<file path="src/rtl/tmr_pkg.sv">
package tmr_pkg;
   localparam int MODE_W     = 16;
   localparam int MB_STOP    = 0;
   localparam int MB_ZERO_AT = 3;
   localparam int MB_IRQ_HIT = 4;
   localparam int MB_IRQ_WRP = 5;
   localparam int MB_REPEAT  = 6;
   localparam int MB_EXT     = 8;
   localparam int MB_DIV     = 9;
   localparam int MB_ANY_EVT = 10;
   localparam int MB_HIT     = 11;
   localparam int MB_WRAP    = 12;

   localparam logic [MODE_W-1:0] FLAG_KEEP_MASK =
      ~((MODE_W'(1) << MB_HIT) | (MODE_W'(1) << MB_WRAP));

   typedef enum logic [1:0] {
      SEL_COUNT  = 2'd0,
      SEL_MODE   = 2'd1,
      SEL_TARGET = 2'd2,
      SEL_NONE   = 2'd3
   } reg_sel_e;
endpackage

</file>
<file path="src/rtl/tmr_rate_gen.sv">
module tmr_rate_gen #(
   parameter int DIV_LOG2 = 3,
   parameter bit HAS_EXT  = 1'b1,
   parameter bit HAS_DIV  = 1'b1
) (
   input  logic clk,
   input  logic rst_n,
   input  logic restart,
   input  logic ext_sel,
   input  logic div_sel,
   input  logic ext_tick,
   output logic tick
);
   logic div_path;

   generate
      if (HAS_DIV) begin : g_div
         logic [DIV_LOG2-1:0] div_q;
         always_ff @(posedge clk or negedge rst_n) begin
            if (!rst_n)       div_q <= '0;
            else if (restart) div_q <= '0;
            else              div_q <= div_q + 1'b1;
         end
         assign div_path = div_sel ? (&div_q) : 1'b1;

         AST_DIV_RESTART: assert property (@(posedge clk) disable iff (!rst_n)
            restart |=> (div_q == '0));
      end else begin : g_nodiv
         logic unused_div;
         assign unused_div = div_sel ^ restart;
         assign div_path   = 1'b1;
      end

      if (HAS_EXT) begin : g_ext
         assign tick = ext_sel ? ext_tick : div_path;
      end else begin : g_noext
         logic unused_ext;
         assign unused_ext = ext_sel ^ ext_tick;
         assign tick       = div_path;
      end
   endgenerate
endmodule

</file>
<file path="src/rtl/tmr_count_core.sv">
module tmr_count_core #(
   parameter int CNT_W = 16
) (
   input  logic             clk,
   input  logic             rst_n,
   input  logic             tick,
   input  logic             run,
   input  logic             hold,
   input  logic             zero_at_hit,
   input  logic [CNT_W-1:0] target,
   input  logic             ld_en,
   input  logic [CNT_W-1:0] ld_val,
   output logic [CNT_W-1:0] cnt,
   output logic             hit_evt,
   output logic             wrap_evt
);
   logic             step;
   logic [CNT_W-1:0] cnt_inc;
   logic             reach;

   assign step     = tick & run & ~hold;
   assign cnt_inc  = cnt + 1'b1;
   assign reach    = (cnt_inc == target);
   assign hit_evt  = step & reach;
   assign wrap_evt = step & (&cnt);

   always_ff @(posedge clk or negedge rst_n) begin
      if (!rst_n)                    cnt <= '0;
      else if (ld_en)                cnt <= ld_val;
      else if (step) begin
         if (reach && zero_at_hit)   cnt <= '0;
         else                        cnt <= cnt_inc;
      end
   end

   AST_LOAD_VALUE: assert property (@(posedge clk) disable iff (!rst_n)
      ld_en |=> (cnt == $past(ld_val)));
   AST_STOP_HOLDS: assert property (@(posedge clk) disable iff (!rst_n)
      (!run && !ld_en) |=> $stable(cnt));
   AST_WRITE_NO_EVT: assert property (@(posedge clk) disable iff (!rst_n)
      hold |-> (!hit_evt && !wrap_evt));
endmodule

</file>
<file path="src/rtl/tmr_irq_gen.sv">
module tmr_irq_gen (
   input  logic clk,
   input  logic rst_n,
   input  logic rearm,
   input  logic hit_evt,
   input  logic wrap_evt,
   input  logic irq_on_hit,
   input  logic irq_on_wrap,
   input  logic repeat_en,
   output logic irq
);
   logic fired_q;
   logic want;
   logic allow;

   assign want  = (hit_evt & irq_on_hit) | (wrap_evt & irq_on_wrap);
   assign allow = repeat_en | ~fired_q;

   always_ff @(posedge clk or negedge rst_n) begin
      if (!rst_n) begin
         fired_q <= 1'b0;
         irq     <= 1'b0;
      end else begin
         irq <= want & allow;
         if (rearm)              fired_q <= 1'b0;
         else if (want && allow) fired_q <= 1'b1;
      end
   end

   AST_ONE_SHOT: assert property (@(posedge clk) disable iff (!rst_n)
      (fired_q && !repeat_en && !rearm) |=> !irq);
   AST_REARM_CLEAR: assert property (@(posedge clk) disable iff (!rst_n)
      rearm |=> !fired_q);
endmodule

</file>
<file path="src/rtl/tmr_channel.sv">
module tmr_channel #(
   parameter int CNT_W    = 16,
   parameter int BUS_W    = 32,
   parameter int DIV_LOG2 = 3,
   parameter bit HAS_EXT  = 1'b1,
   parameter bit HAS_DIV  = 1'b1
) (
   input  logic             clk,
   input  logic             rst_n,
   input  logic             ext_tick,
   input  logic             wr_en,
   input  logic             rd_en,
   input  logic [1:0]       addr,
   input  logic [BUS_W-1:0] wdata,
   output logic [15:0]      rdata,
   output logic             irq
);
   import tmr_pkg::*;

   generate
      if (CNT_W < 2 || CNT_W > 16) begin : g_bad_cnt
         $error("tmr_channel: CNT_W must lie in 2..16");
      end
      if (BUS_W < MODE_W) begin : g_bad_bus
         $error("tmr_channel: BUS_W must be at least 16");
      end
      if (DIV_LOG2 < 1 || DIV_LOG2 > 8) begin : g_bad_div
         $error("tmr_channel: DIV_LOG2 must lie in 1..8");
      end
   endgenerate

   reg_sel_e          sel;
   logic              wr_cnt, wr_mode, wr_tgt, rd_mode;
   logic [MODE_W-1:0] mode_q, mode_d;
   logic [CNT_W-1:0]  target_q;
   logic [CNT_W-1:0]  cnt;
   logic [CNT_W-1:0]  ld_val;
   logic              tick, hit_evt, wrap_evt;
   logic              unused_wdata;

   assign sel          = reg_sel_e'(addr);
   assign wr_cnt       = wr_en && (sel == SEL_COUNT);
   assign wr_mode      = wr_en && (sel == SEL_MODE);
   assign wr_tgt       = wr_en && (sel == SEL_TARGET);
   assign rd_mode      = rd_en && (sel == SEL_MODE);
   assign ld_val       = wr_cnt ? wdata[CNT_W-1:0] : '0;
   assign unused_wdata = ^wdata;

   tmr_rate_gen #(
      .DIV_LOG2 (DIV_LOG2),
      .HAS_EXT  (HAS_EXT),
      .HAS_DIV  (HAS_DIV)
   ) i_rate (
      .clk      (clk),
      .rst_n    (rst_n),
      .restart  (wr_mode),
      .ext_sel  (mode_q[MB_EXT]),
      .div_sel  (mode_q[MB_DIV]),
      .ext_tick (ext_tick),
      .tick     (tick)
   );

   tmr_count_core #(
      .CNT_W (CNT_W)
   ) i_core (
      .clk         (clk),
      .rst_n       (rst_n),
      .tick        (tick),
      .run         (~mode_q[MB_STOP]),
      .hold        (wr_en),
      .zero_at_hit (mode_q[MB_ZERO_AT]),
      .target      (target_q),
      .ld_en       (wr_cnt | wr_mode),
      .ld_val      (ld_val),
      .cnt         (cnt),
      .hit_evt     (hit_evt),
      .wrap_evt    (wrap_evt)
   );

   tmr_irq_gen i_irq (
      .clk         (clk),
      .rst_n       (rst_n),
      .rearm       (wr_mode),
      .hit_evt     (hit_evt),
      .wrap_evt    (wrap_evt),
      .irq_on_hit  (mode_q[MB_IRQ_HIT]),
      .irq_on_wrap (mode_q[MB_IRQ_WRP]),
      .repeat_en   (mode_q[MB_REPEAT]),
      .irq         (irq)
   );

   always_comb begin
      mode_d = mode_q;
      if (rd_mode) mode_d = mode_d & FLAG_KEEP_MASK;
      if (hit_evt) begin
         mode_d[MB_HIT]     = 1'b1;
         mode_d[MB_ANY_EVT] = 1'b1;
      end
      if (wrap_evt) begin
         mode_d[MB_WRAP]    = 1'b1;
         mode_d[MB_ANY_EVT] = 1'b1;
      end
      if (wr_mode) mode_d = wdata[MODE_W-1:0];
   end

   always_ff @(posedge clk or negedge rst_n) begin
      if (!rst_n) begin
         mode_q   <= '0;
         target_q <= '0;
         rdata    <= '0;
      end else begin
         mode_q <= mode_d;
         if (wr_tgt) target_q <= wdata[CNT_W-1:0];
         if (rd_en) begin
            unique case (sel)
               SEL_COUNT:  rdata <= 16'(cnt);
               SEL_MODE:   rdata <= mode_q;
               SEL_TARGET: rdata <= 16'(target_q);
               default:    rdata <= '0;
            endcase
         end
      end
   end

   AST_MODE_RESTART: assert property (@(posedge clk) disable iff (!rst_n)
      wr_mode |=> (cnt == '0));
   AST_TARGET_KEEPS_COUNT: assert property (@(posedge clk) disable iff (!rst_n)
      wr_tgt |=> (cnt == $past(cnt)));
   AST_FLAGS_CLEARED: assert property (@(posedge clk) disable iff (!rst_n)
      (rd_mode && !wr_en && !hit_evt && !wrap_evt) |=>
      (!mode_q[MB_HIT] && !mode_q[MB_WRAP]));
   AST_EVENT_MARK: assert property (@(posedge clk) disable iff (!rst_n)
      (hit_evt || wrap_evt) |=> mode_q[MB_ANY_EVT]);
   AST_WRAP_FLAG: assert property (@(posedge clk) disable iff (!rst_n)
      wrap_evt |=> (mode_q[MB_WRAP] && cnt == '0));
   AST_HIT_FLAG: assert property (@(posedge clk) disable iff (!rst_n)
      hit_evt |=> mode_q[MB_HIT]);
endmodule

</file>
<file path="config.mk">
export PLATFORM = sky130hd
export DESIGN_NAME = tmr_channel
export DESIGN_NICKNAME = d
export VERILOG_FILES = /design/src/rtl/tmr_pkg.sv /design/src/rtl/tmr_rate_gen.sv /design/src/rtl/tmr_count_core.sv /design/src/rtl/tmr_irq_gen.sv /design/src/rtl/tmr_channel.sv
export SDC_FILE = /design/constraint.sdc
export NUM_CORES = 1
export LEC_CHECK = 0
export BUFFER_PORTS_ARGS = -buffer_cell sky130_fd_sc_hd__buf_2
export CAP_MARGIN = 25
export CELL_PAD_IN_SITES_DETAIL_PLACEMENT = 1
export CELL_PAD_IN_SITES_GLOBAL_PLACEMENT = 2
export CORE_ASPECT_RATIO = 1.25
export CORE_MARGIN = 4
export CORE_UTILIZATION = 36
export DETAILED_ROUTE_END_ITERATION = 12
export PLACE_DENSITY_LB_ADDON = 0.08
export REMOVE_ABC_BUFFERS = 1
export SLEW_MARGIN = 10
export SYNTH_ARGS = -nofsm -noshare
export SYNTH_HDL_FRONTEND = slang
export SYNTH_SLANG_ARGS = --single-unit
export TNS_END_PERCENT = 20
</file>
<file path="constraint.sdc">
create_clock -name clk -period 3.4 [get_ports clk]
set_clock_uncertainty 0.05 [all_clocks]
set_input_delay 0.34 -clock clk [delete_from_list [all_inputs] [get_ports clk]]
set_output_delay 0.34 -clock clk [all_outputs]
set_load 0.03 [all_outputs]
</file>
==> reports/summary.txt, run 1 <==
STATUS
---------------------------------------------------------------------------------------
Result of the run                                                             completed

LOGIC SYNTHESIS
---------------------------------------------------------------------------------------
Instance count of the mapped netlist                                                432
Area share of the largest cell type after synthesis                               43.5%
Ys Warns                                                                              0
Yosys cell types                                                                     54
Top area cells in the synthesized netlist                                  sky130_fd_sc_hd__dfrtp_1 (44%), sky130_fd_sc_hd__nand2_1 (6.1%), sky130_fd_sc_hd__a21oi_1 (5.3%)
Post-synth EDFFs                                                                      0
Dominant cell type by area after synthesis                                 sky130_fd_sc_hd__dfrtp_1
Flip-flop cell with the highest count after synthesis                      sky130_fd_sc_hd__dfrtp_1
Fraction of synthesis flops using an asynchronous set or reset pin                 100%
Post-synthesis area per instance                                              9.19 um^2
Seq/Total Area, Yosys                                                             43.5%
Netlist area before placement                                              0.00397 mm^2
Synth Register Bits                                                                  69

FLOORPLANNING
---------------------------------------------------------------------------------------
Floorplan core area                                                         0.0107 mm^2
Count of boundary I/O pins                                                           56
Width of the die                                                                 102 um
Die Y-Extent                                                                     125 um
Initial standard-cell utilization of the core                                     37.2%
DIE AREA                                                                    0.0128 mm^2
Standard-cell row count                                                              42

FINISH
---------------------------------------------------------------------------------------
Fill cell instance count of the final layout                                       1258
Final nets                                                                          508
Fraction of layout cells with a size suffix above 1                               21.0%
Area added between synthesis and finish                                           15.4%
ANT cells                                                                             0

CLOCKING
---------------------------------------------------------------------------------------
Number of buffers inserted to repair setup after CTS                                  0
Clock latency on the worst-skew pair                                             340 ps
CTS Buffer Depth                                                                      2
Number of sinks on the clock net                                                     69
Hold buffers post-CTS                                                                 0
Clock tree from TritonCTS                                                          done
Clk slew on worst S/H paths                                                       60 ps
Number of H-tree levels                                                               3
Clock tree root driver cell                                                sky130_fd_sc_hd__clkbuf_16
Resized Gates After CTS                                                               0
Num CTS Buffers                                                                       9

ROUTE
---------------------------------------------------------------------------------------
Via count normalized by instance count                                             5.52
Number of detailed-routing iterations run before antenna repair                       4
DRC violations left                                                                   0
Total wirelength of the detailed-routed design                                  12.1 mm
Average routed wire per standard cell                                           20.0 um
Number of violations reported at the end of detailed-routing iteration 0            150
Count of nets left with antenna violations after detail routing                       0
Vias after detailed routing                                                        3328

POWER AND IR DROP
---------------------------------------------------------------------------------------
Total Power Consumption                                                         3.12 mW
Peak VDD IR                                                                    0.281 mV
Clock power frac                                                                  33.4%
Leak pwr                                                                        2.00 nW
Share of total power in sequential cells                                          38.8%
Power dissipated by switching net loads                                         1.09 mW
Power per unit of standard cell area                                        681 mW/mm^2
Switching Share                                                                   35.0%
Logic gate share of total power                                                   27.8%
Internal power summed over all cells                                            2.03 mW

TIMING
---------------------------------------------------------------------------------------
Final setup violation count                                                           0
Final-layout setup total negative slack                                            0 ps
Final cycle utilization of the critical path                                      86.8%
Worst-Margin Slew                                                                904 ps
Setup repair after global routing missed its margin                               false
Final-report max-slew violation count                                                 0
Number of hold violations in the final report                                         0
Clock period minus final worst setup slack                                      2950 ps
Max-Slew Margin vs Limit                                                          39.7%
Max Fclk                                                                        339 MHz

GLOBAL ROUTE
---------------------------------------------------------------------------------------
Residual overflow from global routing                                                 0
Antenna violations before repair                                                      0
Pin count of the biggest net entering global routing                                 70
Aggregate global-route resource usage                                             20.5%
Vias in the first global route                                                     3491
Global-route wire length before repair                                          19.9 mm

CRITICAL PATH
---------------------------------------------------------------------------------------
Required arrival time at the worst endpoint                                     3560 ps
Crit path DAT                                                                   3110 ps
Critical path peak fanout                                                            19
Crit. End Element                                                             flip-flop
Startpoint type of the worst setup path                                       flip-flop
Critical path class                                                        flip-flop to flip-flop

WORST HOLD PATH
---------------------------------------------------------------------------------------
Type of the worst min-delay path                                           input port to asynchronous set/reset pin

PLACED DESIGN
---------------------------------------------------------------------------------------
Port Buf Inserts                                                                     39
Final weighted congestion in routability-driven placement                         0.860
Final HPWL from detailed placement                                              8.47 mm

FLOW RUN
---------------------------------------------------------------------------------------
Total of max-cap violations                                                           0

-- registers in the layout, summed over array words and instances (netlist names) --
| signal | flops |
|---|---|
| rdata | 16 |
| i_irq.fired_q | 1 |
| i_rate.g_div.div_q | 3 |
| target_q | 16 |
| i_irq.irq | 1 |
| mode_q | 16 |
| i_core.cnt | 16 |
-- through the flow --
step / worst slack, ps / cell area [um^2] / hold WS [ps] / utilization (%) / instances
5_1_grt: 308 / 4580 / 161 / 43.0 / 603
6_report: 450 / 4580 / 79.7 / 43.0 / 603
2_1_floorplan: 422 / 3800 / -5.59 / - / 405
4_1_cts: 440 / 4580 / 119 / 43.0 / 603
3_5_place_dp: 450 / 4260 / 382 / 39.9 / 587
3_3_place_gp: 519 / 4260 / 379 / 39.9 / 587
-- final cells by class --
| cell class | instances | area, um^2 | area share (%) |
|---|---|---|---|
| multi-input combinational | 333 | 2070 | 45.2 |
| inverter | 3 | 11.3 | 0.246 |
| timing repair buffer | 50 | 280 | 6.12 |
| tap | 132 | 165 | 3.60 |
| clock inverter | 4 | 70.1 | 1.53 |
| clock buffer | 12 | 256 | 5.60 |
| sequential | 69 | 1730 | 37.7 |
-- routing by layer --
metal	track usage (%)	vias to the layer above	wire (um)
met5	0	-	0
met2	34.1	38	6130
met1	26.9	1673	5450
li1	-	1601	-
met3	3.90	16	300
met4	6.10	0	201
-- cell families after synthesis --
group	share of synthesized area (%)
mux	8.83
simple gates	23.1
buf+inv	4.41
compound gates	15.0
flops	43.5
xor+xnor	4.19
fa+ha+maj	0.946
-- power groups by stage --
stage / Sequential [mW] / Combinational [mW] / Clock [mW]
after global placement: 1.22 / 0.860 / 0
after detailed placement: 1.23 / 0.881 / 0
after floorplan: 1.22 / 0.560 / 0
final: 1.21 / 0.869 / 1.04
after CTS: 1.21 / 0.884 / 1.06
after global routing: 1.25 / 0.977 / 1.10
-- placed cells by master (no fill, tap or decap), drive strengths merged, types with 2 or more instances in the layout --
master / instances
a2111o: 2
a211oi: 3
a21oi: 42
a22oi: 10
a31oi: 4
and2: 2
and3: 5
and4: 4
buf: 50
bufinv: 2
clkbuf: 12
clkinv: 2
dfrtp: 69
ha: 3
inv: 3
mux2: 16
mux2i: 17
nand2: 65
nand2b: 2
nand3: 13
nand4: 10
nor2: 56
nor2b: 6
nor3: 10
nor3b: 2
nor4: 3
o2111ai: 2
o211ai: 4
o21ai: 18
o31a: 2
or3: 2
xnor2: 15
xor2: 4
-- synthesized netlist by cell type (all sizes together) (5+ instances only) --
| cell type | n |
|---|---|
| dfrtp | 69 |
| buf | 6 |
| nor2b | 6 |
| o21ai | 18 |
| mux2 | 16 |
| nor3 | 10 |
| xnor2 | 15 |
| nand4 | 10 |
| a21oi | 42 |
| nor2 | 56 |
| clkbuf | 21 |
| a22oi | 10 |
| nand3 | 13 |
| mux2i | 17 |
| and3 | 5 |
| nand2 | 65 |
-- worst max-delay path, stage by stage, from the launching register on --
cell and delay (ps):
sky130_fd_sc_hd__dfrtp_1 490, sky130_fd_sc_hd__ha_1 330, sky130_fd_sc_hd__nand3_2 130, sky130_fd_sc_hd__or4_4 580, sky130_fd_sc_hd__xnor2_1 180, sky130_fd_sc_hd__nor3_1 280, sky130_fd_sc_hd__nand4_4 390, sky130_fd_sc_hd__nand2_1 280
sky130_fd_sc_hd__o311ai_2 100
-- final timing paths --
check / startpoint / end / slack, ps / cells after the start
setup / recovery: i_core.cnt[0] / i_core.cnt[9] / 450 / 8
setup reg to reg: i_core.cnt[0] / i_core.cnt[9] / 450 / 8
max in group asynchronous: rst_n / i_core.cnt[14] / 2640 / 1
min in group clk: wdata[14] / mode_q[14] / 170 / 3
hold reg to reg: i_rate.g_div.div_q[0] / i_rate.g_div.div_q[0] / 390 / 1
hold / removal: rst_n / rdata[12] / 80 / 1
No activity file was read; power rests on OpenSTA's default activity.
==> run 2: changes to the inputs <==
Settings changed: PLACE_DENSITY_LB_ADDON 0.08 to 0.15.
==> reports/summary.txt, run 2 (synthesis results as in run 1) <==
PLACED DESIGN
---------------------------------------------------------------------------------------
Final weighted congestion in routability-driven placement                         0.856   -0.51%
Final HPWL from detailed placement                                              8.33 mm   -1.7%
Port Buf Inserts                                                                     39   unchanged

CLOCKING
---------------------------------------------------------------------------------------
Number of buffers inserted to repair setup after CTS                                  0   unchanged
Clock latency on the worst-skew pair                                             340 ps   about the same
Resized Gates After CTS                                                               0   unchanged
Number of sinks on the clock net                                                     69   unchanged
Number of H-tree levels                                                               3   unchanged
Clock tree from TritonCTS                                                          done
Clock tree root driver cell                                                sky130_fd_sc_hd__clkbuf_16
Clk slew on worst S/H paths                                                       60 ps   about the same
CTS Buffer Depth                                                                      2   unchanged
Hold buffers post-CTS                                                                 0   unchanged
Num CTS Buffers                                                                       9   unchanged

CRITICAL PATH
---------------------------------------------------------------------------------------
Startpoint type of the worst setup path                                       flip-flop
Crit. End Element                                                             flip-flop
Launch point of the worst reg-to-reg path                                  i_core.cnt[0]
Critical path class                                                        flip-flop to flip-flop
Slack of the worst reg-to-reg path                                               480 ps   +30 ps
Reg-to-reg endpoint                                                        i_core.cnt[9]
Crit path DAT                                                                   3060 ps   -50 ps
Critical path depth in cells                                                          8   unchanged
Required arrival time at the worst endpoint                                     3550 ps   about the same
Critical path peak fanout                                                            19   unchanged
Delay of the slowest cell on the worst path                                      580 ps   about the same
Number of cells traversed by the worst register-to-register path                      8   unchanged
CP top delay family                                                        simple AND/OR/NAND/NOR gates
Buffering stage count on the worst path with inverters included                       0   unchanged
Critical Path, Cell by Cell                                                ha_1 -> nand3_2 -> or4_4 -> xnor2_1 -> nor3_1 -> nand4_4 -> nand2_1 -> o311ai_2
Slowest cell on the critical path                                          sky130_fd_sc_hd__or4_4

FLOORPLANNING
---------------------------------------------------------------------------------------
Count of boundary I/O pins                                                           56   unchanged
Standard-cell row count                                                              42   unchanged
DIE AREA                                                                    0.0128 mm^2   unchanged
Width of the die                                                                 102 um   unchanged
Floorplan core area                                                         0.0107 mm^2   unchanged
Die Y-Extent                                                                     125 um   unchanged
Initial standard-cell utilization of the core                                     37.2%   unchanged

ROUTE
---------------------------------------------------------------------------------------
Vias after detailed routing                                                        3325   -0.090%
Total wirelength of the detailed-routed design                                  12.1 mm   +0.12%
DRC violations left                                                                   0   unchanged
Average routed wire per standard cell                                           20.0 um   about the same
Via count normalized by instance count                                             5.50   -0.26%
Count of nets left with antenna violations after detail routing                       0   unchanged
Number of detailed-routing iterations run before antenna repair                       4   unchanged
Number of violations reported at the end of detailed-routing iteration 0             96   -36%

POWER AND IR DROP
---------------------------------------------------------------------------------------
Clock power frac                                                                  33.1%   -0.3 points
Power per unit of standard cell area                                        679 mW/mm^2   -0.25%
Power dissipated by switching net loads                                         1.11 mW   +1.3%
Total Power Consumption                                                         3.12 mW   -0.12%
Logic gate share of total power                                                   28.0%   +0.2 points
Peak VDD IR                                                                    0.307 mV   +9.3%
Switching Share                                                                   35.6%   +0.51 points
Internal power summed over all cells                                            2.01 mW   -0.91%
Leak pwr                                                                        2.00 nW   about the same
Share of total power in sequential cells                                          38.8%   about the same

GLOBAL ROUTE
---------------------------------------------------------------------------------------
Pin count of the biggest net entering global routing                                 70   unchanged
Global-route wire length before repair                                          19.4 mm   -2.2%
Antenna violations before repair                                                      0   unchanged
Vias in the first global route                                                     3513   +0.63%
Residual overflow from global routing                                                 0   unchanged
Aggregate global-route resource usage                                             19.9%   -0.58 points

TIMING
---------------------------------------------------------------------------------------
Number of hold violations in the final report                                         0   unchanged
Final cycle utilization of the critical path                                      85.8%   -1.0 points
Final-layout setup total negative slack                                            0 ps   unchanged
Setup repair after global routing missed its margin                               false
Worst-Margin Slew                                                                919 ps   +15.0 ps
Max Fclk                                                                        343 MHz   +1.2%
Max-Slew Margin vs Limit                                                          38.7%   -1.0 points
Clock period minus final worst setup slack                                      2920 ps   -34.4 ps
Final-report max-slew violation count                                                 0   unchanged
Final setup violation count                                                           0   unchanged

FINISH
---------------------------------------------------------------------------------------
Share of the core filled with cells                                               43.0%   +0.059 points
Leading cell types in the layout, fill and taps excluded                   sky130_fd_sc_hd__dfrtp_1 (69), sky130_fd_sc_hd__nand2_1 (65), sky130_fd_sc_hd__nor2_1 (56), sky130_fd_sc_hd__a21oi_1 (42), sky130_fd_sc_hd__buf_2 (38)
Fill cell instance count of the final layout                                       1275   +1.4%
Fraction of layout cells with a size suffix above 1                               21.4%   +0.38 points
ANT cells                                                                             0   unchanged
Flip-flop and latch area                                                   0.00173 mm^2   unchanged
Multi-input logic area                                                     0.00207 mm^2   unchanged
Area added between synthesis and finish                                           15.6%
Commonest non-fill, non-tap cell in the layout                             sky130_fd_sc_hd__dfrtp_1
Final nets                                                                          509   +0.20%

STATUS
---------------------------------------------------------------------------------------
Result of the run                                                             completed

FLOW RUN
---------------------------------------------------------------------------------------
Total of max-cap violations                                                           0   unchanged

WORST HOLD PATH
---------------------------------------------------------------------------------------
Type of the worst min-delay path                                           input port to asynchronous set/reset pin

[run 2: area by class of cell]
type / count / share of cell area [%]
multi-input combinational: 333 / 45.2
sequential: 69 / 37.6
timing repair buffer: 51 / 6.27
clock buffer: 10 / 5.21
tap: 132 / 3.60
clock inverter: 6 / 1.88
inverter: 3 / 0.245
[run 2: how the worst max path moves through the flow]
stage	end	startpoint	slack, ps
after floorplan	i_core.cnt[9]	i_rate.g_div.div_q[0]	420
after global placement	i_core.cnt[9]	i_core.cnt[0]	540
after detailed placement	i_core.cnt[0]	i_core.cnt[0]	490
after CTS	i_core.cnt[9]	i_core.cnt[0]	480
after global routing	i_core.cnt[13]	i_core.cnt[0]	300
final	i_core.cnt[9]	i_core.cnt[0]	480
[run 2: through the flow]
step           setup slack (ps)  instances  hold WS (ps)  cell area [um^2]
6_report                    484        604          88.9              4590
5_1_grt                     303        604           175              4590
4_1_cts                     480        604           140              4590
3_5_place_dp                492        588           401              4260
3_3_place_gp                544        588           378              4260
2_1_floorplan               422        405         -5.59              3800
[run 2: power groups by stage]
stage	combinational (mW)	clock (mW)	sequential [mW]
2_1_floorplan	0.560	0	1.22
6_report	0.874	1.03	1.21
5_1_grt	0.978	1.09	1.24
4_1_cts	0.888	1.05	1.21
3_3_place_gp	0.858	0	1.21
3_5_place_dp	0.878	0	1.23
[run 2: metal layers]
layer | vias to the layer above | routed length [um] | track usage (%)
met3 | 12 | 352 | 3.18
met5 | - | 0 | 0
li1 | 1604 | - | -
met2 | 53 | 6250 | 34.7
met1 | 1656 | 5350 | 25.1
met4 | 0 | 150 | 5.87
==> run 3: changes to the inputs <==
Settings changed: CORE_ASPECT_RATIO 1.25 to not set.
==> reports/summary.txt, run 3 (synthesis results as in run 1) <==
CLOCKING
---------------------------------------------------------------------------------------
Number of buffers inserted to repair setup after CTS                                  0   unchanged
Num CTS Buffers                                                                       9   unchanged
Resized Gates After CTS                                                               0   unchanged
Number of H-tree levels                                                               3   unchanged
Clock tree root driver cell                                                sky130_fd_sc_hd__clkbuf_8
Clk slew on worst S/H paths                                                       80 ps   +20 ps
Clock latency on the worst-skew pair                                             350 ps   about the same
CTS Buffer Depth                                                                      2   unchanged
Hold buffers post-CTS                                                                 0   unchanged
Clock tree from TritonCTS                                                          done
Number of sinks on the clock net                                                     69   unchanged

TIMING
---------------------------------------------------------------------------------------
Final-layout setup total negative slack                                            0 ps   unchanged
Final cycle utilization of the critical path                                      84.7%   -1.0 points
Setup repair after global routing missed its margin                               false
Number of hold violations in the final report                                         0   unchanged
Max-Slew Margin vs Limit                                                          39.2%   +0.50 points
Max Fclk                                                                        347 MHz   +1.2%
Final-report max-slew violation count                                                 0   unchanged
Worst-Margin Slew                                                                912 ps   -7.46 ps
Final setup violation count                                                           0   unchanged
Final hold slack                                                                64.1 ps   -24.7 ps
Clock period minus final worst setup slack                                      2880 ps   -35.3 ps

CRITICAL PATH
---------------------------------------------------------------------------------------
Crit path DAT                                                                   3050 ps   about the same
Reg-to-reg endpoint                                                        i_core.cnt[9]
Critical path peak fanout                                                            19   unchanged
Startpoint type of the worst setup path                                       flip-flop
Number of cells traversed by the worst register-to-register path                      8   unchanged
Required arrival time at the worst endpoint                                     3570 ps   +20 ps
Critical path class                                                        flip-flop to flip-flop
Slack of the worst reg-to-reg path                                               520 ps   +40 ps
Launch point of the worst reg-to-reg path                                  i_core.cnt[0]
Crit. End Element                                                             flip-flop

ROUTE
---------------------------------------------------------------------------------------
Total wirelength of the detailed-routed design                                  11.7 mm   -3.1%
Vias after detailed routing                                                        3357   +0.96%
Number of violations reported at the end of detailed-routing iteration 0            187   +95%
DRC violations left                                                                   0   unchanged
Via count normalized by instance count                                             5.51   +0.13%
Average routed wire per standard cell                                           19.3 um   -3.9%
Number of detailed-routing iterations run before antenna repair                       4   unchanged
Count of nets left with antenna violations after detail routing                       0   unchanged

POWER AND IR DROP
---------------------------------------------------------------------------------------
Peak VDD IR                                                                    0.198 mV   -36%
Power per unit of standard cell area                                        602 mW/mm^2   -11%
Leak pwr                                                                        1.92 nW   -4.2%

GLOBAL ROUTE
---------------------------------------------------------------------------------------
Aggregate global-route resource usage                                             19.2%   -0.76 points
Pin count of the biggest net entering global routing                                 70   unchanged
Residual overflow from global routing                                                 0   unchanged
Antenna violations before repair                                                      0   unchanged
Global-route wire length before repair                                          19.2 mm   -1.4%
Vias in the first global route                                                     3390   -3.5%

FLOORPLANNING
---------------------------------------------------------------------------------------
Die Y-Extent                                                                     113 um   -9.9%
Standard-cell row count                                                              38   -9.5%
Floorplan core area                                                         0.0108 mm^2   +1.2%
DIE AREA                                                                    0.0128 mm^2   about the same
Initial standard-cell utilization of the core                                     36.8%   -0.43 points
Count of boundary I/O pins                                                           56   unchanged
Width of the die                                                                 113 um   +11%

PLACED DESIGN
---------------------------------------------------------------------------------------
Port Buf Inserts                                                                     39   unchanged
Final HPWL from detailed placement                                              8.15 mm   -2.2%
Final weighted congestion in routability-driven placement                         0.885   +3.4%
Area of placed instances                                                   0.00426 mm^2   -0.12%

FINISH
---------------------------------------------------------------------------------------
Area added between synthesis and finish                                           11.3%
Leading cell types in the layout, fill and taps excluded                   sky130_fd_sc_hd__dfrtp_1 (69), sky130_fd_sc_hd__nand2_1 (65), sky130_fd_sc_hd__nor2_1 (56), sky130_fd_sc_hd__a21oi_1 (42), sky130_fd_sc_hd__buf_2 (38)
Fraction of layout cells with a size suffix above 1                               20.3%   -1.1 points
Commonest non-fill, non-tap cell in the layout                             sky130_fd_sc_hd__dfrtp_1
Fill cell instance count of the final layout                                       1267   -0.63%
ANT cells                                                                             0   unchanged
Final nets                                                                          507   -0.39%
Finished layout cell area                                                  0.00442 mm^2   -3.7%
Share of the core filled with cells                                               40.9%   -2.1 points

WORST HOLD PATH
---------------------------------------------------------------------------------------
Type of the worst min-delay path                                           input port to asynchronous set/reset pin

STATUS
---------------------------------------------------------------------------------------
Result of the run                                                             completed

FLOW RUN
---------------------------------------------------------------------------------------
Total of max-cap violations                                                           0   unchanged

==> run 3: routing by layer <==
layer  share of wire [%]  GRT usage (%)  vias to the layer above
li1                    -              -                     1604
met1                  49           26.6                     1694
met2                  47           31.2                       51
met3                 3.1           3.21                        8
met4                0.76           4.97                        0
met5                   0              0                        -
==> run 3: worst max-delay path by stage <==
stage / startpoint / to / slack, ps / depth (start not counted)
after detailed placement: i_core.cnt[0] / i_core.cnt[9] / 560 / 8
after floorplan: i_rate.g_div.div_q[0] / i_core.cnt[9] / 420 / 7
final: i_core.cnt[0] / i_core.cnt[9] / 520 / 8
after global placement: i_core.cnt[0] / i_core.cnt[9] / 570 / 8
after CTS: i_core.cnt[0] / i_core.cnt[9] / 530 / 8
after global routing: i_core.cnt[0] / i_core.cnt[13] / 320 / 8
==> run 3: worst max-delay path, stage by stage, from the launching register on <==
cell and delay (ps):
sky130_fd_sc_hd__dfrtp_1 480, sky130_fd_sc_hd__ha_1 320, sky130_fd_sc_hd__nand3_2 100, sky130_fd_sc_hd__or4_4 570
sky130_fd_sc_hd__xnor2_1 180, sky130_fd_sc_hd__nor3_1 290, sky130_fd_sc_hd__nand4_4 380, sky130_fd_sc_hd__nand2_1 280
sky130_fd_sc_hd__o311ai_2 100
==> run 3: report_power, final <==
| part | leakage [nW] | internal [mW] | switching [mW] |
|---|---|---|---|
| combinational | 1.01 | 0.364 | 0.498 |
| sequential | 0.821 | 0.983 | 0.225 |
| clock | 0.0833 | 0.280 | 0.310 |
==> run 3: area by class of cell <==
cell class | count | area (um^2) | area share, %
Timing Repair Buffer | 49 | 273 | 6.18
Clock inverter | 2 | 10.0 | 0.227
Inverter | 3 | 11.3 | 0.255
Multi-Input combinational cell | 333 | 2070 | 46.9
Tap cell | 140 | 175 | 3.97
Clock buffer | 13 | 149 | 3.37
Sequential cell | 69 | 1730 | 39.1
==> run 3: per-stage QoR <==
step           cells  setup slack, ps  total power, mW
4_1_cts          609              528             2.70
3_5_place_dp     594              557             2.10
6_report         609              520             2.66
2_1_floorplan    405              422             1.78
3_3_place_gp     594              573             2.07
5_1_grt          609              322             2.86
